[src/rtl/sfr_pkg.sv]
// Shared types and helpers for the serial frame receiver.
// Assumes the character length select is a two-bit code (0..3 -> 5..8 bits).
package sfr_pkg;

    typedef enum logic [2:0] {
        ST_IDLE,
        ST_START,
        ST_DATA,
        ST_STOP,
        ST_HOLD
    } rx_state_t;

endpackage

[src/rtl/sfr_sync.sv]
// Multi-stage synchroniser for the asynchronous serial input.
// Assumes the line idles high, so every stage resets to 1.
module sfr_sync #(
    parameter int STAGES = 2
) (
    input  logic clk,
    input  logic rst_n,
    input  logic din,
    output logic dout
);

    logic [STAGES-1:0] stage_q;

    // shift the raw input through the synchroniser chain
    always_ff @(posedge clk) begin
        if (!rst_n) begin
            stage_q <= '1;
        end else begin
            stage_q <= {stage_q[STAGES-2:0], din};
        end
    end

    assign dout = stage_q[STAGES-1];

endmodule

[src/rtl/sfr_tick_gen.sv]
// Oversample enable generator: one-cycle tick every div_in clock cycles.
// A restart pulse zeroes the phase so the first tick lands exactly div_in
// cycles later. A divisor of zero is treated as one.
module sfr_tick_gen #(
    parameter int DIV_W = 16
) (
    input  logic             clk,
    input  logic             rst_n,
    input  logic [DIV_W-1:0] div_in,
    input  logic             restart,
    output logic             tick
);

    logic [DIV_W-1:0] cnt_q;
    logic [DIV_W-1:0] div_last;

    assign div_last = (div_in == '0) ? '0 : div_in - 1'b1;
    assign tick     = (cnt_q == div_last) && !restart;

    // free-running phase counter, cleared on restart or wrap
    always_ff @(posedge clk) begin
        if (!rst_n) begin
            cnt_q <= '0;
        end else if (restart || cnt_q >= div_last) begin
            cnt_q <= '0;
        end else begin
            cnt_q <= cnt_q + 1'b1;
        end
    end

endmodule

[src/rtl/sfr_engine.sv]
// Receive state machine: start qualification, centre sampling of data and
// stop bits, result registers. Assumes rx_s is already synchronised and that
// tick is the oversample enable (OVS ticks per bit). len_sel and two_stop
// are assumed steady during a character.
module sfr_engine
    import sfr_pkg::*;
#(
    parameter int OVS      = 16,
    parameter int DATA_MAX = 8
) (
    input  logic                clk,
    input  logic                rst_n,
    input  logic                rx_s,
    input  logic                tick,
    input  logic [1:0]          len_sel,
    input  logic                two_stop,
    output logic                restart,
    output logic [DATA_MAX-1:0] data_out,
    output logic                valid_out,
    output logic                ferr_out,
    output logic                busy_out
);

    localparam int CNT_W = $clog2(OVS);
    localparam int IDX_W = $clog2(DATA_MAX);
    localparam logic [CNT_W-1:0] MID_TICK  = CNT_W'(OVS / 2 - 1);
    localparam logic [CNT_W-1:0] LAST_TICK = CNT_W'(OVS - 1);
    localparam logic [IDX_W-1:0] MIN_LAST  = IDX_W'(DATA_MAX - 4);

    rx_state_t           state_q;
    logic [CNT_W-1:0]    ovs_q;
    logic [IDX_W-1:0]    idx_q;
    logic                stop2_q;
    logic                err_acc_q;
    logic                prev_q;
    logic [DATA_MAX-1:0] shift_q;
    logic [DATA_MAX-1:0] data_q;
    logic                valid_q;
    logic                ferr_q;
    logic [IDX_W-1:0]    last_idx;
    logic                fall;

    assign last_idx  = MIN_LAST + IDX_W'(len_sel);
    assign fall      = prev_q && !rx_s;
    assign restart   = (state_q == ST_IDLE) && fall;
    assign data_out  = data_q;
    assign valid_out = valid_q;
    assign ferr_out  = ferr_q;
    assign busy_out  = (state_q != ST_IDLE);

    // keep the previous synchronised level for edge detection
    always_ff @(posedge clk) begin
        if (!rst_n) prev_q <= 1'b1;
        else        prev_q <= rx_s;
    end

    // frame sequencing and sampling
    always_ff @(posedge clk) begin
        if (!rst_n) begin
            state_q   <= ST_IDLE;
            ovs_q     <= '0;
            idx_q     <= '0;
            stop2_q   <= 1'b0;
            err_acc_q <= 1'b0;
            shift_q   <= '0;
            data_q    <= '0;
            valid_q   <= 1'b0;
            ferr_q    <= 1'b0;
        end else begin
            valid_q <= 1'b0;
            case (state_q)
                ST_IDLE: begin
                    if (fall) begin
                        state_q <= ST_START;
                        ovs_q   <= '0;
                    end
                end
                ST_START: begin
                    if (tick) begin
                        if (ovs_q == MID_TICK) begin
                            ovs_q <= '0;
                            if (!rx_s) begin
                                state_q   <= ST_DATA;
                                idx_q     <= '0;
                                shift_q   <= '0;
                                err_acc_q <= 1'b0;
                            end else begin
                                state_q <= ST_IDLE;
                            end
                        end else begin
                            ovs_q <= ovs_q + 1'b1;
                        end
                    end
                end
                ST_DATA: begin
                    if (tick) begin
                        if (ovs_q == LAST_TICK) begin
                            ovs_q          <= '0;
                            shift_q[idx_q] <= rx_s;
                            if (idx_q == last_idx) begin
                                state_q <= ST_STOP;
                                stop2_q <= 1'b0;
                            end else begin
                                idx_q <= idx_q + 1'b1;
                            end
                        end else begin
                            ovs_q <= ovs_q + 1'b1;
                        end
                    end
                end
                ST_STOP: begin
                    if (tick) begin
                        if (ovs_q == LAST_TICK) begin
                            ovs_q <= '0;
                            if (two_stop && !stop2_q) begin
                                err_acc_q <= err_acc_q | !rx_s;
                                stop2_q   <= 1'b1;
                            end else begin
                                data_q  <= shift_q;
                                ferr_q  <= err_acc_q | !rx_s;
                                valid_q <= 1'b1;
                                state_q <= ST_HOLD;
                            end
                        end else begin
                            ovs_q <= ovs_q + 1'b1;
                        end
                    end
                end
                ST_HOLD: begin
                    if (rx_s) state_q <= ST_IDLE;
                end
                default: state_q <= ST_IDLE;
            endcase
        end
    end

endmodule

[src/rtl/serial_frame_rx.sv]
// Top level of the runtime-configurable serial receiver. Joins the input
// synchroniser, the oversample tick generator and the receive engine.
// Assumes the system clock runs at least OVS times the bit rate.
module serial_frame_rx #(
    parameter int DIV_W     = 16,
    parameter int OVS       = 16,
    parameter int DATA_MAX  = 8,
    parameter int SYNC_LEN  = 2
) (
    input  logic                clk,
    input  logic                rst_n,
    input  logic                rx_line,
    input  logic [DIV_W-1:0]    baud_div,
    input  logic [1:0]          len_sel,
    input  logic                two_stop,
    output logic [DATA_MAX-1:0] rx_data,
    output logic                rx_valid,
    output logic                frame_err,
    output logic                busy
);

    logic rx_s;
    logic tick;
    logic restart;

    sfr_sync #(.STAGES(SYNC_LEN)) u_sync (
        .clk   (clk),
        .rst_n (rst_n),
        .din   (rx_line),
        .dout  (rx_s)
    );

    sfr_tick_gen #(.DIV_W(DIV_W)) u_tick (
        .clk     (clk),
        .rst_n   (rst_n),
        .div_in  (baud_div),
        .restart (restart),
        .tick    (tick)
    );

    sfr_engine #(.OVS(OVS), .DATA_MAX(DATA_MAX)) u_engine (
        .clk       (clk),
        .rst_n     (rst_n),
        .rx_s      (rx_s),
        .tick      (tick),
        .len_sel   (len_sel),
        .two_stop  (two_stop),
        .restart   (restart),
        .data_out  (rx_data),
        .valid_out (rx_valid),
        .ferr_out  (frame_err),
        .busy_out  (busy)
    );

endmodule

[config.mk]
export PLATFORM = sky130hd
export DESIGN_NAME = serial_frame_rx
export DESIGN_NICKNAME = d
export VERILOG_FILES = /design/src/rtl/sfr_pkg.sv /design/src/rtl/sfr_sync.sv /design/src/rtl/sfr_tick_gen.sv /design/src/rtl/sfr_engine.sv /design/src/rtl/serial_frame_rx.sv
export SDC_FILE = /design/constraint.sdc
export NUM_CORES = 1
export LEC_CHECK = 0
export ABC_AREA = 1
export BUFFER_PORTS_ARGS = -buffer_cell sky130_fd_sc_hd__buf_4
export CAP_MARGIN = 20
export CORE_MARGIN = 4
export CORE_UTILIZATION = 42
export CTS_CLUSTER_DIAMETER = 30
export DETAILED_ROUTE_END_ITERATION = 8
export SLEW_MARGIN = 20
export SYNTH_ARGS = -nofsm -noshare
export SYNTH_HDL_FRONTEND = slang
export SYNTH_HIERARCHICAL = 1
export SYNTH_SLANG_ARGS = --single-unit
[constraint.sdc]
create_clock -name clk -period 4.9 [get_ports clk]
set_input_delay 0.735 -clock clk [delete_from_list [all_inputs] [get_ports clk]]
set_output_delay 0.735 -clock clk [all_outputs]
set_load 0.02 [all_outputs]
==> out/metrics.yaml, run 1 <==
run_status: "finished, final reports clean"
synth_nets: 557
first_pass_iters: 4
drv_cap: 0
synth_area_mm2: 0.00338
netSwitchingFraction_pct: 37.7
port_buffers: 32
yosys_warnings: 6
route.vias.total: 3115
cp.arrival_ps: 3660
cts_sinks: 49
syn_to_final_growth_pct: 12.1
crit_path_start_kind: "primary input"
drc: 0
antenna_found_initial: 0
final_antenna_net_count: 0
hp-class: "reg -> reg"
layout-drive-gt1-share_pct: 14.7
crit_fanout: 11
path_cells: "buf_4 -> inv_1 -> nand3_1 -> nor2_2 -> nand2_1 -> nor2_2 -> nand2_1 -> nand2_1 -> nand3_2 -> ha_1 -> nand2_1 -> nor2_1 -> nand2_1 -> nor3_1 -> inv_1 -> nor2_1 -> nand3_1 -> clkinv_1 -> o21ai_0 -> nor2_1"
crit_path_end_kind: "flop"
die_x_um: 97.7
finClkSkew_ps: 11.7
drt_iter0_drc: 127
period_minus_slack_ps: 3410
finalSetupTns_ps: 0
whs_ps: 408
vias_per_cell: 4.81
cts_tree: "built"
maxSlewHeadroom_pct: 68.1
cts.clk_slew.worst_paths_ps: 100
antennaDiodeCount: 0
fill_cells: 807
numCtsBuffers: 5
slowest_delay_ps: 300
whs_path_depth: 2
syn_area_per_cell_um2: 6.55
wirelength_mm: 7.20
crit_type: "in -> reg"
combinationalPowerShare_pct: 32.7
dieArea_mm2: 0.00954
cts-resized-gates: 0
setup_viol: 0
wl_per_cell_um: 11.1
p_switching_w: 0.000392
ir_worst_vdd_mv: 0.142
track_usage_pct: 15.9
postCtsSetupBuffers: 0
r2r_cells: 10
start_util_pct: 43.5
overflow: 0
final_nets: 587
cell_internal_pwr_w: 0.000649
placement_rows: 32
pwr-share-seq_pct: 43.9
fin_crit_sh_pct: 69.6
maxSlewViolCount: 0
synth_cells: 515
grt_pass1_wl_mm: 13.0
clkPwrFrac_pct: 23.3
finalHoldViolations: 0
grt_setup_unrepaired: "false"
hold_buffers: 0
grt_max_degree: 22
ios: 33
slowest_stage: "ha_1"
p_leak_nw: 1.68
cp.buffers_inverters: 4
h-tree-depth: 2
tightestPinTransition_ps: 479
cp_top_family: "simple AND/OR/NAND/NOR gates"
ys_ff_latch: 49
gp_congestion: 0.842
required_ps: 5150
cts_buffer_depth: 2
core_mm2: 0.00777
clkLatencyLatePin_ps: 310
dp_hpwl_mm: 5.79
seq_area_frac_synth_pct: 29.1
max_freq_ghz: 0.293
crit_top_cell: "nand2_1"
p_per_area_mw_per_mm2: 275
die_h_um: 97.7
grt_pass1_vias: 2960
cp.depth: 20
yosysUniqueCellTypes: 40
clock-root-buffer: "clkbuf_8"
## power by group through the flow
stage | combinational [W] | sequential [W] | clock [W]
after floorplan | 0.000280 | 0.000450 | 0
after global placement | 0.000340 | 0.000466 | 0
after detailed placement | 0.000345 | 0.000467 | 0
after CTS | 0.000345 | 0.000458 | 0.000258
after global routing | 0.000400 | 0.000462 | 0.000270
final | 0.000341 | 0.000458 | 0.000243
## final timing paths
path	to	slack, ps	startpoint
min reg2reg	u_sync/stage_q[1]$_SDFF_PN1_	410	u_sync/stage_q[0]$_SDFF_PN1_
min	u_sync/stage_q[1]$_SDFF_PN1_	410	u_sync/stage_q[0]$_SDFF_PN1_
max reg2reg	u_engine/ferr_out$_SDFFE_PN0P_	2560	u_engine/state_q[0]$_SDFFE_PN0P_
max	u_engine/ferr_out$_SDFFE_PN0P_	1490	baud_div[0]
## tightest hold or removal path: stages (launching register included)
cell and delay [ps]:
dfxtp_1 320, inv_1 30, nand2_1 40
## placed cells by master (no fill, tap or decap), drive strengths merged, types with 3 or more instances in the layout
| cell | count |
|---|---|
| buf | 32 |
| nand3 | 39 |
| nand4 | 3 |
| o21ai | 28 |
| ha | 20 |
| clkinv | 4 |
| nor2 | 97 |
| xnor2 | 6 |
| xor2 | 9 |
| dfxtp | 49 |
| or2 | 12 |
| inv | 58 |
| nor3 | 18 |
| clkbuf | 5 |
| a21oi | 23 |
| nand2 | 138 |
## per-stage QoR
| stage | util (%) | instance area (µm²) | total power (W) | worst slack, ps | std cells |
|---|---|---|---|---|---|
| after floorplan | - | 3380 | 0.000730 | 1650 | 515 |
| after global placement | 47.6 | 3690 | 0.000806 | 1270 | 640 |
| after detailed placement | 47.6 | 3690 | 0.000812 | 1170 | 640 |
| after CTS | 48.7 | 3780 | 0.00106 | 1470 | 648 |
| after global routing | 48.7 | 3780 | 0.00113 | 917 | 648 |
| final | 48.7 | 3780 | 0.00104 | 1490 | 648 |
## layout make-up
cell class                      count  area [µm²]  share of cell area [%]
Inverter                           60         235                    6.21
Tap cell                          102         128                    3.37
Timing Repair Buffer               32         240                    6.35
Sequential cell                    49         981                    25.9
Clock buffer                        5        68.8                    1.82
Multi-Input combinational cell    397        2110                    55.8
Clock inverter                      3        21.3                   0.562
## routing by layer
metal	global-route usage [%]	routed length, µm	vias up	share of wire [%]
met5	0	0	-	0
met4	3.94	63	0	0.87
met3	2.51	237	5	3.3
met2	28.5	3580	44	50
met1	19.9	3320	1374	46
li1	-	-	1692	-
## state kept, by name, summed over array words and instances, names as in the netlist
register            flops
u_engine/state_q        3
u_engine/valid_out      1
u_engine/ferr_out       1
u_engine/ovs_q          4
u_engine/prev_q         1
u_engine/shift_q        8
u_sync/stage_q          2
u_engine/stop2_q        1
u_engine/err_acc_q      1
u_tick/cnt_q           16
u_engine/idx_q          3
u_engine/data_out       8
## Yosys cell counts (all sizes together)
cell type | count | area share (%)
nand2 | 138 | 16
nor2 | 97 | 13
inv | 57 | 6.5
dfxtp | 49 | 29
nand3 | 39 | 7.4
o21ai | 28 | 4.6
a21oi | 23 | 3.4
ha | 20 | 7.4
nor3 | 18 | 3.2
or2 | 12 | 2.3
xor2 | 9 | 2.3
xnor2 | 6 | 1.6
buf | 5 | 1.0
clkbuf | 4 | 0.44
clkinv | 3 | 0.48
nand4 | 3 | 0.56
a211oi | 1 | 0.22
a21o | 1 | 0.22
a31oi | 1 | 0.19
nand3b | 1 | 0.22
## cell families (layout without fill, tap and decap cells)
| logic type | count (synthesis) | count (layout) | share of synthesized area [%] |
|---|---|---|---|
| AND/OR/NAND/NOR | 308 | 308 | 42.6 |
| buffers and inverters | 69 | 100 | 8.41 |
| AO/OA/AOI/OAI | 54 | 54 | 8.64 |
| flip-flops | 49 | 49 | 29.1 |
| adder cells (fa/ha/maj) | 20 | 20 | 7.41 |
| XOR/XNOR | 15 | 15 | 3.89 |
(Power assumes the default switching activity.)
==> run 2, diff against run 1 <==
clock period = 3.4 ns   (was 4.9 ns; I/O delays follow)
==> out/metrics.yaml, run 2 (synthesis results as in run 1) <==
run_status: "finished, final reports clean"
cts_buffer_depth: 2  # unchanged
grt_setup_unrepaired: "false"
tightestPinTransition_ps: 480  # +1.69 ps
ir_worst_vdd_mv: 0.193  # +36%
antenna_found_initial: 0  # unchanged
min_to: "u_sync/stage_q[0]$_SDFF_PN1_"
die_h_um: 97.7  # unchanged
fin_util_pct: 49.3  # +0.55 points
max_freq_ghz: 0.334
path_cells: "buf_4 -> inv_1 -> ha_1 -> nand2_1 -> nor2_8 -> nand2_4 -> clkinv_4 -> nand3_4 -> nand3b_1 -> ha_1 -> nand2_1 -> nor2_1 -> nand2_1 -> nor3_2 -> inv_2 -> o21ai_4 -> nand2_4 -> nor3_4 -> nand2_1 -> a21oi_1"
min-delay-start: "rx_line"
layout-drive-gt1-share_pct: 15.8  # +1.1 points
p_leak_nw: 1.70  # +1.4%
crit_type: "in -> reg"
total_power_w: 0.00150  # +44%
slowest_delay_ps: 300  # about the same
die_x_um: 97.7  # unchanged
final_antenna_net_count: 0  # unchanged
wl_per_cell_um: 11.0  # -1.2%
dp_hpwl_mm: 5.63  # -2.9%
cp.arrival_ps: 3240  # -420 ps
vias_per_cell: 4.82  # +0.22%
p_per_area_mw_per_mm2: 393  # +43%
setup_viol: 0  # unchanged
timing.rr.end: "u_engine/shift_q[0]$_SDFFE_PN0P_"
crit_fanout: 14  # +3
finalHoldViolations: 0  # unchanged
final_common_cell: "nand2_1"
crit_path_start_kind: "primary input"
grt_max_degree: 22  # unchanged
drv_cap: 0  # unchanged
clock-root-buffer: "clkbuf_8"
overflow: 0  # unchanged
crit_top_cell: "nand2_1"
period_minus_slack_ps: 3000
port_buffers: 32  # unchanged
h-tree-depth: 2  # unchanged
regToRegSetupSlack_ps: 1240  # -1320 ps
antennaDiodeCount: 0  # unchanged
grt_pass1_wl_mm: 12.7  # -2.4%
ios: 33  # unchanged
cts_sinks: 49  # unchanged
placement_rows: 32  # unchanged
clkLatencyLatePin_ps: 310  # about the same
hp-class: "in -> reg"
crit_path_end_kind: "flop"
track_usage_pct: 15.6  # -0.27 points
numCtsBuffers: 5  # unchanged
syn_to_final_growth_pct: 13.4
drc: 0  # unchanged
final_cell_mix: "133 x nand2_1, 85 x nor2_1, 49 x inv_1, 49 x dfxtp_1, 37 x buf_4"
cts-resized-gates: 0  # unchanged
start_util_pct: 43.5  # unchanged
maxSlewHeadroom_pct: 67.9  # -0.11 points
drt_iter0_drc: 57  # -55%
dieArea_mm2: 0.00954  # unchanged
top_register: "u_tick/cnt_q"
cp_top_family: "simple AND/OR/NAND/NOR gates"
required_ps: 3640  # -1510 ps
finalSetupTns_ps: 0  # unchanged
r2r_cells: 10  # unchanged
largest_reg_flops: 16  # unchanged
hold_buffers: 0  # unchanged
grt_pass1_vias: 2941  # -0.64%
route.vias.total: 3146  # +1.0%
worst_slack_ps: 402  # -1080 ps
first_pass_iters: 4  # unchanged
whs_path_depth: 3  # +1
r2r-start: "u_engine/state_q[0]$_SDFFE_PN0P_"
placed_cell_area_mm2: 0.00373  # +1.0%
cts_tree: "built"
gp_congestion: 0.876  # +4.0%
cp.buffers_inverters: 4  # unchanged
postCtsSetupBuffers: 0  # unchanged
wirelength_mm: 7.17  # -0.43%
cts.clk_slew.worst_paths_ps: 100  # about the same
dp_slack_ps: -44.3  # -1210 ps
fin_crit_sh_pct: 88.2
maxSlewViolCount: 0  # unchanged
post-route-cell-area_mm2: 0.00383  # +1.1%
finClkSkew_ps: 10.9  # -0.824 ps
slowest_stage: "ha_1"
core_mm2: 0.00777  # unchanged
final_nets: 592  # +0.85%
-- run 2: worst max path at each step --
stage	startpoint	to	depth (start not counted)
2_1_floorplan	baud_div[0]	u_engine/shift_q[2]$_SDFFE_PN0P_	20
3_3_place_gp	baud_div[0]	u_engine/shift_q[6]$_SDFFE_PN0P_	20
3_5_place_dp	baud_div[0]	u_engine/shift_q[5]$_SDFFE_PN0P_	20
4_1_cts	baud_div[0]	u_engine/shift_q[0]$_SDFFE_PN0P_	20
5_1_grt	baud_div[0]	u_engine/idx_q[1]$_SDFFE_PN0P_	22
6_report	baud_div[0]	u_engine/shift_q[0]$_SDFFE_PN0P_	20
-- run 2: power by group --
part           switching (W)  total [W]  internal [W]
registers          0.0000484   0.000659      0.000610
clock network       0.000207   0.000353      0.000146
logic               0.000312   0.000493      0.000181
total               0.000567    0.00150      0.000937
-- run 2: routing by layer --
metal | routed length (µm) | GRT usage, % | vias up
met4 | 71 | 4.15 | 0
li1 | - | - | 1705
met3 | 145 | 2.73 | 7
met1 | 3310 | 18.5 | 1412
met5 | 0 | 0 | -
met2 | 3650 | 28.8 | 22
-- run 2: area by class of cell --
type / count / area [µm²]
fill: 827 / 3940
multi-input combinational: 397 / 2120
sequential: 49 / 981
timing repair buffer: 37 / 278
inverter: 60 / 235
tap: 102 / 128
clock buffer: 5 / 68.8
clock inverter: 3 / 21.3
-- run 2: through the flow --
step / hold slack (ps) / instances
after floorplan: 380 / 515
after global placement: 389 / 645
after detailed placement: 396 / 645
after CTS: 356 / 653
after global routing: 383 / 653
final: 366 / 653
-- run 2: worst reg2reg max path, cell delays in order (launching register included) --
cell	delay [ps]
dfxtp_1	600
nor2_1	130
nand3_1	170
inv_1	80
nor3_2	230
inv_2	110
o21ai_4	170
nand2_4	90
nor3_4	280
nand2_1	90
a21oi_1	150
